<file path="src/rtl/stflag_pkg.sv">
package stflag_pkg;

   localparam int STAT_W   = 8;
   localparam int B_CARRY  = 7;
   localparam int B_ZERO   = 6;
   localparam int B_SIGN   = 5;
   localparam int B_TRAP   = 4;
   localparam int B_OVF    = 3;
   localparam int B_FULL   = 2;
   localparam int B_GIE    = 0;
   localparam int N_STICKY = 2;

   // bits software and the shadow copy may carry
   localparam logic [STAT_W-1:0] LIVE_MASK = 8'hF1;
   // bits fed from the sticky stack tracker
   localparam logic [STAT_W-1:0] STICKY_MASK = 8'h0C;

   typedef struct packed {
      logic carry;
      logic zero;
      logic sign;
      logic trap;
      logic ovf;
      logic full;
      logic rsvd;
      logic gie;
   } stat_t;

endpackage

</file>
<file path="src/rtl/stflag_alu_eval.sv">
module stflag_alu_eval #(
   parameter int RES_W = 8
) (
   input  logic [RES_W-1:0] result,
   output logic             is_zero,
   output logic             is_neg
);
   localparam int MSB = RES_W - 1;

   generate
      if (RES_W < 1) begin : g_bad_width
         $error("stflag_alu_eval: RES_W must be at least 1");
      end
   endgenerate

   assign is_zero = (result == '0);
   assign is_neg  = result[MSB];

endmodule

</file>
<file path="src/rtl/stflag_sticky.sv">
module stflag_sticky #(
   parameter int N = 2
) (
   input  logic         clk,
   input  logic         rst_n,
   input  logic [N-1:0] set,
   output logic [N-1:0] q
);
   generate
      if (N < 1) begin : g_bad_n
         $error("stflag_sticky: N must be at least 1");
      end
      for (genvar i = 0; i < N; i++) begin : g_bit
         always_ff @(posedge clk or negedge rst_n) begin
            if (!rst_n)
               q[i] <= 1'b0;
            else if (set[i])
               q[i] <= 1'b1;
         end
      end
   endgenerate

endmodule

</file>
<file path="src/rtl/stflag_hold.sv">
module stflag_hold #(
   parameter int          W         = 8,
   parameter logic [W-1:0] KEEP_MASK = '1
) (
   input  logic         clk,
   input  logic         rst_n,
   input  logic         save,
   input  logic [W-1:0] save_val,
   input  logic         wr,
   input  logic [W-1:0] wdata,
   output logic [W-1:0] hold_q
);
   logic [W-1:0] unused_dropped;
   assign unused_dropped = (save_val | wdata) & ~KEEP_MASK;

   generate
      for (genvar i = 0; i < W; i++) begin : g_bit
         if (KEEP_MASK[i]) begin : g_kept
            always_ff @(posedge clk or negedge rst_n) begin
               if (!rst_n)
                  hold_q[i] <= 1'b0;
               else if (save)
                  hold_q[i] <= save_val[i];
               else if (wr)
                  hold_q[i] <= wdata[i];
            end
         end else begin : g_zero
            assign hold_q[i] = 1'b0;
         end
      end
   endgenerate

endmodule

</file>
<file path="src/rtl/cpu_status_flags.sv">
module cpu_status_flags
   import stflag_pkg::*;
#(
   parameter int               RES_W      = 8,
   parameter int               ADDR_W     = 8,
   parameter logic [ADDR_W-1:0] FLAGS_ADDR = 8'hFF,
   parameter logic [ADDR_W-1:0] HOLD_ADDR  = 8'hCF
) (
   input  logic              clk,
   input  logic              rst_n,
   input  logic [RES_W-1:0]  alu_result,
   input  logic              alu_carry,
   input  logic              upd_carry,
   input  logic              upd_zero,
   input  logic              upd_sign,
   input  logic              stk_wrap,
   input  logic              stk_full_evt,
   input  logic              irq_enter,
   input  logic              irq_return,
   input  logic [ADDR_W-1:0] reg_addr,
   input  logic              reg_wr,
   input  logic [7:0]        reg_wdata,
   output logic [7:0]        reg_rdata,
   output logic [7:0]        flags_q,
   output logic              gie
);
   generate
      if (ADDR_W < 1) begin : g_bad_addr
         $error("cpu_status_flags: ADDR_W must be at least 1");
      end
      if (FLAGS_ADDR == HOLD_ADDR) begin : g_bad_map
         $error("cpu_status_flags: status and shadow addresses must differ");
      end
   endgenerate

   logic         sel_flags, sel_hold, wr_flags, wr_hold, ret_eff;
   logic         res_zero, res_neg;
   logic [N_STICKY-1:0] stk_set, stk_q;
   logic [7:0]   hold_q;
   stat_t        live_q, live_d, stat_now;

   assign sel_flags = (reg_addr == FLAGS_ADDR);
   assign sel_hold  = (reg_addr == HOLD_ADDR);
   assign wr_flags  = reg_wr & sel_flags;
   assign wr_hold   = reg_wr & sel_hold;
   assign ret_eff   = irq_return & ~irq_enter;

   stflag_alu_eval #(.RES_W(RES_W)) u_eval (
      .result  (alu_result),
      .is_zero (res_zero),
      .is_neg  (res_neg)
   );

   // index 1 -> overflow, index 0 -> full
   assign stk_set = {stk_wrap, stk_full_evt};

   stflag_sticky #(.N(N_STICKY)) u_sticky (
      .clk   (clk),
      .rst_n (rst_n),
      .set   (stk_set),
      .q     (stk_q)
   );

   always_comb begin
      stat_now      = live_q;
      stat_now.ovf  = stk_q[1];
      stat_now.full = stk_q[0];
      stat_now.rsvd = 1'b0;
   end

   stflag_hold #(.W(STAT_W), .KEEP_MASK(LIVE_MASK)) u_hold (
      .clk      (clk),
      .rst_n    (rst_n),
      .save     (irq_enter),
      .save_val (stat_now),
      .wr       (wr_hold),
      .wdata    (reg_wdata),
      .hold_q   (hold_q)
   );

   // live bit update: return restore > software write > ALU; entry clears enable
   always_comb begin
      live_d = live_q;
      if (upd_carry) live_d.carry = alu_carry;
      if (upd_zero)  live_d.zero  = res_zero;
      if (upd_sign)  live_d.sign  = res_neg;
      if (wr_flags) begin
         live_d.carry = reg_wdata[B_CARRY];
         live_d.zero  = reg_wdata[B_ZERO];
         live_d.sign  = reg_wdata[B_SIGN];
         live_d.trap  = reg_wdata[B_TRAP];
         live_d.gie   = reg_wdata[B_GIE];
      end
      if (ret_eff) begin
         live_d.carry = hold_q[B_CARRY];
         live_d.zero  = hold_q[B_ZERO];
         live_d.sign  = hold_q[B_SIGN];
         live_d.trap  = hold_q[B_TRAP];
         live_d.gie   = hold_q[B_GIE];
      end
      if (irq_enter) live_d.gie = 1'b0;
      live_d.ovf  = 1'b0;
      live_d.full = 1'b0;
      live_d.rsvd = 1'b0;
   end

   always_ff @(posedge clk or negedge rst_n) begin
      if (!rst_n)
         live_q <= '0;
      else
         live_q <= live_d;
   end

   always_comb begin
      if (sel_flags)
         reg_rdata = stat_now;
      else if (sel_hold)
         reg_rdata = hold_q;
      else
         reg_rdata = 8'h00;
   end

   assign flags_q = stat_now;
   assign gie     = stat_now.gie;

endmodule

</file>
<file path="config.mk">
export PLATFORM = sky130hd
export DESIGN_NAME = cpu_status_flags
export DESIGN_NICKNAME = d
export VERILOG_FILES = /design/src/rtl/stflag_pkg.sv /design/src/rtl/stflag_alu_eval.sv /design/src/rtl/stflag_sticky.sv /design/src/rtl/stflag_hold.sv /design/src/rtl/cpu_status_flags.sv
export SDC_FILE = /design/constraint.sdc
export NUM_CORES = 1
export LEC_CHECK = 0
export BUFFER_PORTS_ARGS = -buffer_cell sky130_fd_sc_hd__buf_4
export CORE_ASPECT_RATIO = 0.8
export CORE_MARGIN = 2
export CORE_UTILIZATION = 30
export CTS_CLUSTER_SIZE = 12
export DETAILED_ROUTE_END_ITERATION = 12
export PLACE_DENSITY = 0.61
export SETUP_SLACK_MARGIN = 0.1
export SLEW_MARGIN = 25
export SYNTH_ARGS = -nofsm -noshare
export SYNTH_HDL_FRONTEND = slang
export SYNTH_SLANG_ARGS = --single-unit
</file>
<file path="constraint.sdc">
create_clock -name clk -period 1.2 [get_ports clk]
set_input_delay 0.24 -clock clk [delete_from_list [all_inputs] [get_ports clk]]
set_output_delay 0.24 -clock clk [all_outputs]
set_load 0.03 [all_outputs]
</file>
==> impl_metrics.yaml, run 1 <==
finish:
  antenna_cells: 0
  final_layout_size_suffix_gt1_share_pct: 60.4
  nNetsFinal: 170
  area_growth_pct: 85.4
  finish.cell_count_without_fillers: 159
  fin_area_um2: 1350
pwr:
  pwr-share-seq_pct: 41.5
  clkPwrFrac_pct: 29.6
  vdd.ir_drop.worst_uv: 663
  power.switching_mw: 0.303
  pwr-share-comb_pct: 29.0
  p_total_mw: 1.10
  swShare_pct: 27.6
  power_density_nw_per_um2: 815
  internal_power_mw: 0.797
  p_leak_nw: 0.678
timing:
  skew_ns: 0.0000564
  setup_viol: 7
  fin_crit_sh_pct: 108
  clock.fmax_mhz: 774
  drv_slew: 0
  grt_setup_unrepaired: "true"
  final.setup.worst_slack_ns: -0.0923
  fin_setup_tns_ns: -0.542
  finalHoldViolCount: 0
  layout_min_cycle_time_ns: 1.29
placed_design:
  dp.cells: 146
  gp_congestion: 0.716
  place_area_um2: 1120
  hpwl_um: 1540
  io_buffers: 46
  pre_cts_slack_ns: -0.332
clock_network:
  cts.path.max_buffers: 2
  numCtsBuffers: 3
  cts_tree: "built"
  numClockSinks: 12
  cts-htree-levels: 1
  cts-root-buf: "clkbuf_4"
  clock_latency_ns: 0.27
  cts.reportedPaths.clkPinSlew_ns: 0.08
min_path:
  hold_end: "u_sticky.q[1]$_DFFE_PN0P_"
  hold_depth: 2
  hold_class: "in2reg"
  hp-start: "stk_wrap"
setup_path:
  r2r_setup_slack_ns: 0.09
  crit_slowest_cell: "dfrtp_1"
  crit_required_ns: 0.96
  cp_max_fo: 2
  r2r-end: "flags_q[7]$_DFFE_PN0P_"
  r2r_start: "flags_q[7]$_DFFE_PN0P_"
  start_kind: "flop"
  worstPathArrival_ns: 1.05
  reg2regPathDepth: 4
  cpPeakStageDelay_ns: 0.40
  criticalPathCategory: "reg2out"
  endpoint_kind: "output port"
  crit_chain: "a22o_2 > buf_6"
drt:
  drt_iter0_drc: 15
  drt_pass1_iterations: 4
  ant_nets: 0
  drc: 0
  post_drt_wl_per_cell_um: 13.4
  viasPerCell: 4.94
  vias: 785
  totalWireLength_um: 2130
logic_synthesis:
  synth_cells: 77
  ys_types: 26
  synth-seq-cells: 12
  syn_area_um2: 728
  yosys.area.top_type: "dfrtp_1"
  ys_seq_area_share_pct: 41.2
  yosysWarnings: 0
  yosys.area.top_type_share_pct: 41.2
  synth_area_per_cell_um2: 9.46
  ys_top_cells_by_area: "dfrtp_1, mux2i_1, a22o_1"
outcome:
  status: "finished with violations"
  violations: "setup timing"
floorplanning:
  die_y_um: 48.1
  rows: 15
  coreArea_um2: 2230
  die_w_um: 59.1
  floorplan.initialDensity_pct: 32.6
  io-pin-count: 52
  dieArea_um2: 2840
job:
  max-cap-violations: 0
global_route:
  overflow: 0
  grt_start_max_net_pins: 13
  grt_pass1_vias: 739
  grt_pass1_wl_um: 3210
  track_usage_pct: 15.7
  antenna_found_initial: 0
[worst max-delay path: cells and delay by family, from the launching register on]
family | cells | cell delay, ns
AO/OA/AOI/OAI | 1 | 0.25
buffers and inverters | 1 | 0.14
flip-flops | 1 | 0.40
[per-layer routing]
| layer | vias up | GRT usage [%] | part of all wire [%] |
|---|---|---|---|
| li1 | 387 | - | - |
| met1 | 369 | 20.3 | 42 |
| met2 | 29 | 27.1 | 52 |
| met3 | 0 | 4.86 | 5.8 |
| met4 | 0 | 1.82 | 0 |
| met5 | - | 0 | 0 |
[power groups by stage]
stage,clock network [mW],registers (mW),logic (mW)
after floorplan,0,0.496,0.0874
after global placement,0,0.471,0.245
after detailed placement,0,0.471,0.249
after CTS,0.328,0.455,0.314
after global routing,0.355,0.460,0.343
final,0.325,0.456,0.319
[metrics by stage]
step           utilization, %  hold slack [ns]
2_1_floorplan               -          -0.0556
3_3_place_gp             50.4           0.0910
3_5_place_dp             50.4           0.0903
4_1_cts                  59.3            0.153
5_1_grt                  60.4            0.146
6_report                 60.4            0.156
[area by class of cell]
cell class	instances	area [um2]
clock buffer	4	36.3
fill	198	883
inverter	2	7.51
multi-input combinational	58	434
sequential	12	300
tap	25	31.3
timing repair buffer	58	541
[synthesized netlist by cell type]
master / count
a2111oi_2: 1
a22o_1: 5
and2_1: 3
and3_1: 2
and4_2: 1
buf_4: 3
buf_6: 1
clkbuf_1: 2
conb_1: 1
dfrtp_1: 12
inv_1: 2
mux2_2: 2
mux2i_1: 8
nand2_1: 9
nand2b_1: 1
nand3_1: 1
nand4_1: 3
nor2_1: 3
nor2b_1: 1
nor3_1: 1
nor3b_1: 1
nor4_1: 2
o21ai_0: 8
o31ai_1: 1
or2_2: 2
or3_1: 1
[flip-flops by register name (all words and copies together), names as in the netlist]
name	count
flags_q	4
gie	1
u_hold.hold_q	5
u_sticky.q	2
[kinds of logic after synthesis]
logic type,Yosys count,share of synthesized area (%)
simple gates,31,22.9
compound gates,15,14.6
flops,12,41.2
mux,10,14.1
buf+inv,8,6.70
other cells,1,0.515
[worst max path at each step]
stage / end / slack (ns) / startpoint / cells past startpoint
after floorplan: gie$_DFFE_PN0P_ / -0.09 / reg_addr[3] / 5
after global placement: reg_rdata[7] / -0.32 / reg_addr[3] / 5
after detailed placement: reg_rdata[7] / -0.33 / reg_addr[3] / 5
after CTS: reg_rdata[5] / -0.1 / flags_q[5]$_DFFE_PN0P_ / 2
after global routing: reg_rdata[6] / -0.14 / reg_addr[7] / 5
final: reg_rdata[6] / -0.09 / flags_q[6]$_DFFE_PN0P_ / 2
[what timing repair did]
action / 4_1_cts / 5_1_grt
pin swaps: 5 / 4
resized for setup: 26 / 5
hold endpoints to repair: 12 / 0
hold buffers: 1 / 0
cloned: 0 / 0
buffers inserted: 7 / 1
setup endpoints to repair: 16 / 20
[layout by cell type (no fill, tap or decap), types with 3 or more instances in the layout]
master / count
nand2_1: 9
buf_6: 24
o21ai_1: 8
nand4_1: 3
buf_4: 32
mux2i_1: 7
a22o_2: 4
dfrtp_1: 12
clkbuf_4: 3
Note: power is estimated with default switching activity, not from simulation.
==> run 2: changes to the inputs <==
--- a/config.mk
+++ b/config.mk
@@ -11,9 +11,10 @@
 export CORE_UTILIZATION = 30
 export CTS_CLUSTER_SIZE = 12
 export DETAILED_ROUTE_END_ITERATION = 12
-export PLACE_DENSITY = 0.61
+export PLACE_DENSITY = 0.59
 export SETUP_SLACK_MARGIN = 0.1
 export SLEW_MARGIN = 25
 export SYNTH_ARGS = -nofsm -noshare
 export SYNTH_HDL_FRONTEND = slang
+export SYNTH_HIERARCHICAL = 1
 export SYNTH_SLANG_ARGS = --single-unit
==> run 2 against run 1 <==
  * The flow still finishes with violations (setup timing)
  * Via count increased by 12%
  * Final cell count increased by 14%
  * Die area is 9.8% higher
  * Combinational power is 15% higher
  * Maximum frequency decreased by 8.5%
  * Clock skew grew 0.0022 ns
  * Sequential share of layout area is 2.9 points lower
  * Global-route usage grew 2.6 points
  * Critical endpoint is now reg_rdata[0]
==> impl_metrics.yaml, run 2 <==
pwr:
  power_density_nw_per_um2: 757
  p_total_mw: 1.18
  vdd.ir_drop.worst_uv: 472
  p_leak_nw: 0.650
outcome:
  status: "finished with violations"
  violations: "setup timing"
setup_path:
  criticalPathCategory: "in2out"
  start_kind: "input pin"
  cp_max_fo: 5
  r2r_setup_slack_ns: 0.09
  worstPathArrival_ns: 1.17
  r2r_start: "flags_q[4]$_DFFE_PN0P_"
  crit_required_ns: 0.96
  endpoint_kind: "output port"
  reg2regPathDepth: 2
  r2r-end: "flags_q[4]$_DFFE_PN0P_"
clock_network:
  numCtsBuffers: 3
  clock_latency_ns: 0.28
  cts-root-buf: "clkbuf_4"
  cts.reportedPaths.clkPinSlew_ns: 0.09
  cts-htree-levels: 1
  cts_tree: "built"
  numClockSinks: 12
  cts.path.max_buffers: 2
timing:
  fin_setup_tns_ns: -1.92
  worstMarginPinSlew_ns: 1.42
  drv_slew: 0
  grt_setup_unrepaired: "true"
  whs_ns: 0.139
  skew_ns: 0.00222
  slew_headroom_pct: 4.02
  fin_crit_sh_pct: 118
  layout_min_cycle_time_ns: 1.41
  setup_viol: 15
  clock.fmax_mhz: 708
  finalHoldViolCount: 0
  final.setup.worst_slack_ns: -0.213
logic_synthesis:
  synth_cells: 87
  ys_seq_area_share_pct: 37.3
  yosysWarnings: 6
  async_flop_share_pct: 100
  syn_area_um2: 806
  ys_types: 26
  synth_area_per_cell_um2: 9.26
  ys_top_cells_by_area: "dfrtp_1, mux2i_1, a22oi_1"
  synth-seq-cells: 12
  yosys.area.top_type_share_pct: 37.3
  yosysMostFrequentCell: "dfrtp_1"
  synth_edf_count: 0
  yosys-top-cells-count: "dfrtp_1, nand2_1, nor2_1"
  yosys.area.top_type: "dfrtp_1"
  ys.flop_type: "dfrtp_1"
global_route:
  overflow: 0
  grt_start_max_net_pins: 13
  antenna_found_initial: 0
  track_usage_pct: 18.3
  grt_pass1_wl_um: 4180
  grt_pass1_vias: 901
finish:
  final_cell_mix: "buf_4, buf_6, dfrtp_1"
  final_layout_size_suffix_gt1_share_pct: 66.4
  antenna_cells: 0
  fillers: 228
  layout_commonest_cell: "buf_4"
  post-route-util_pct: 62.3
  area_growth_pct: 93.5
  nNetsFinal: 182
  largest_reg_flops: 5
  regMostFlops: "u_hold/hold_q"
drt:
  ant_nets: 0
  viasPerCell: 4.84
  drt_iter0_drc: 30
  post_drt_wl_per_cell_um: 14.9
  drc: 0
  vias: 880
  drt_pass1_iterations: 4
  totalWireLength_um: 2710
floorplanning:
  floorplan.initialDensity_pct: 32.2
  rows: 16
  die_w_um: 61.9
  io-pin-count: 52
  dieArea_um2: 3120
  coreArea_um2: 2500
  die_y_um: 50.4
min_path:
  hold_end: "u_sticky/q[0]$_DFFE_PN0P_"
  hold_depth: 2
  hp-start: "stk_full_evt"
  hold_class: "in2reg"
placed_design:
  hpwl_um: 1840
  gp_congestion: 0.763
  io_buffers: 46
job:
  max-cap-violations: 0
## run 2: cell types whose count changed after synthesis, moves of 3 or more
cell and delta:
a22o_1 -5, a22oi_1 +7, buf_4 +3, nand4_1 -3, nor2_1 +6, o21ai_0 -4
o21ai_1 +5
## run 2: timing repair
| action | in CTS | in global routing |
|---|---|---|
| setup endpoints to repair | 23 | 25 |
| cloned | 1 | 0 |
| pin swaps | 14 | 5 |
| endpoints found under the hold margin | 12 | 0 |
| hold buffers | 1 | 0 |
| buffers inserted | 3 | 3 |
| resized for setup | 49 | 9 |
## run 2: cells by family after synthesis
logic type,synth area share (%)
AO/OA/AOI/OAI,14.6
buffers and inverters,9.16
flip-flops,37.3
multiplexers,16.9
other,0.932
AND/OR/NAND/NOR,21.1
## run 2: cell type report
class | count | area [um2] | share of cell area, %
Clock buffer | 4 | 36.3 | 2.33
Inverter | 1 | 3.75 | 0.241
Multi-Input combinational cell | 66 | 594 | 38.1
Sequential cell | 12 | 302 | 19.3
Tap cell | 36 | 45.0 | 2.89
Timing Repair Buffer | 63 | 578 | 37.1
## run 2: power by group
part           internal (mW)  switching [mW]
sequential             0.436          0.0363
combinational          0.195           0.171
clock                  0.184           0.158
total                  0.815           0.366
## run 2: how the worst max path moves through the flow
stage,start,end,slack [ns],cells after the start
after detailed placement,reg_addr[6],u_hold/hold_q[6]$_DFFE_PN0P_,-0.51,7
final,reg_addr[1],reg_rdata[0],-0.21,6
after floorplan,reg_addr[6],u_hold/hold_q[0]$_DFFE_PN0P_,-0.38,7
after global placement,reg_addr[6],u_hold/hold_q[0]$_DFFE_PN0P_,-0.49,7
after CTS,reg_addr[0],reg_rdata[4],-0.20,6
after global routing,gie$_DFFE_PN0P_,reg_rdata[0],-0.23,3
## run 2: metrics by stage
stage                     cells  area, um2  worst slack (ns)
after detailed placement    172       1260            -0.512
after CTS                   180       1510            -0.202
after floorplan              89        861            -0.375
after global routing        182       1560            -0.235
final                       182       1560            -0.213
after global placement      172       1260            -0.495
## run 2: critical path, cell delays in order
cell,delay (ns)
buf_8,0.07
nand2_4,0.04
or3_4,0.43
buf_12,0.17
nor2_4,0.09
buf_6,0.13
## run 2: per-layer routing
layer / track usage, % / vias to the layer above / wire length, um
met5: 0 / - / 0
met4: 5.32 / 0 / 12
met3: 2.32 / 2 / 135
met2: 32.3 / 36 / 1480
met1: 22.8 / 425 / 1080
li1: - / 417 / -
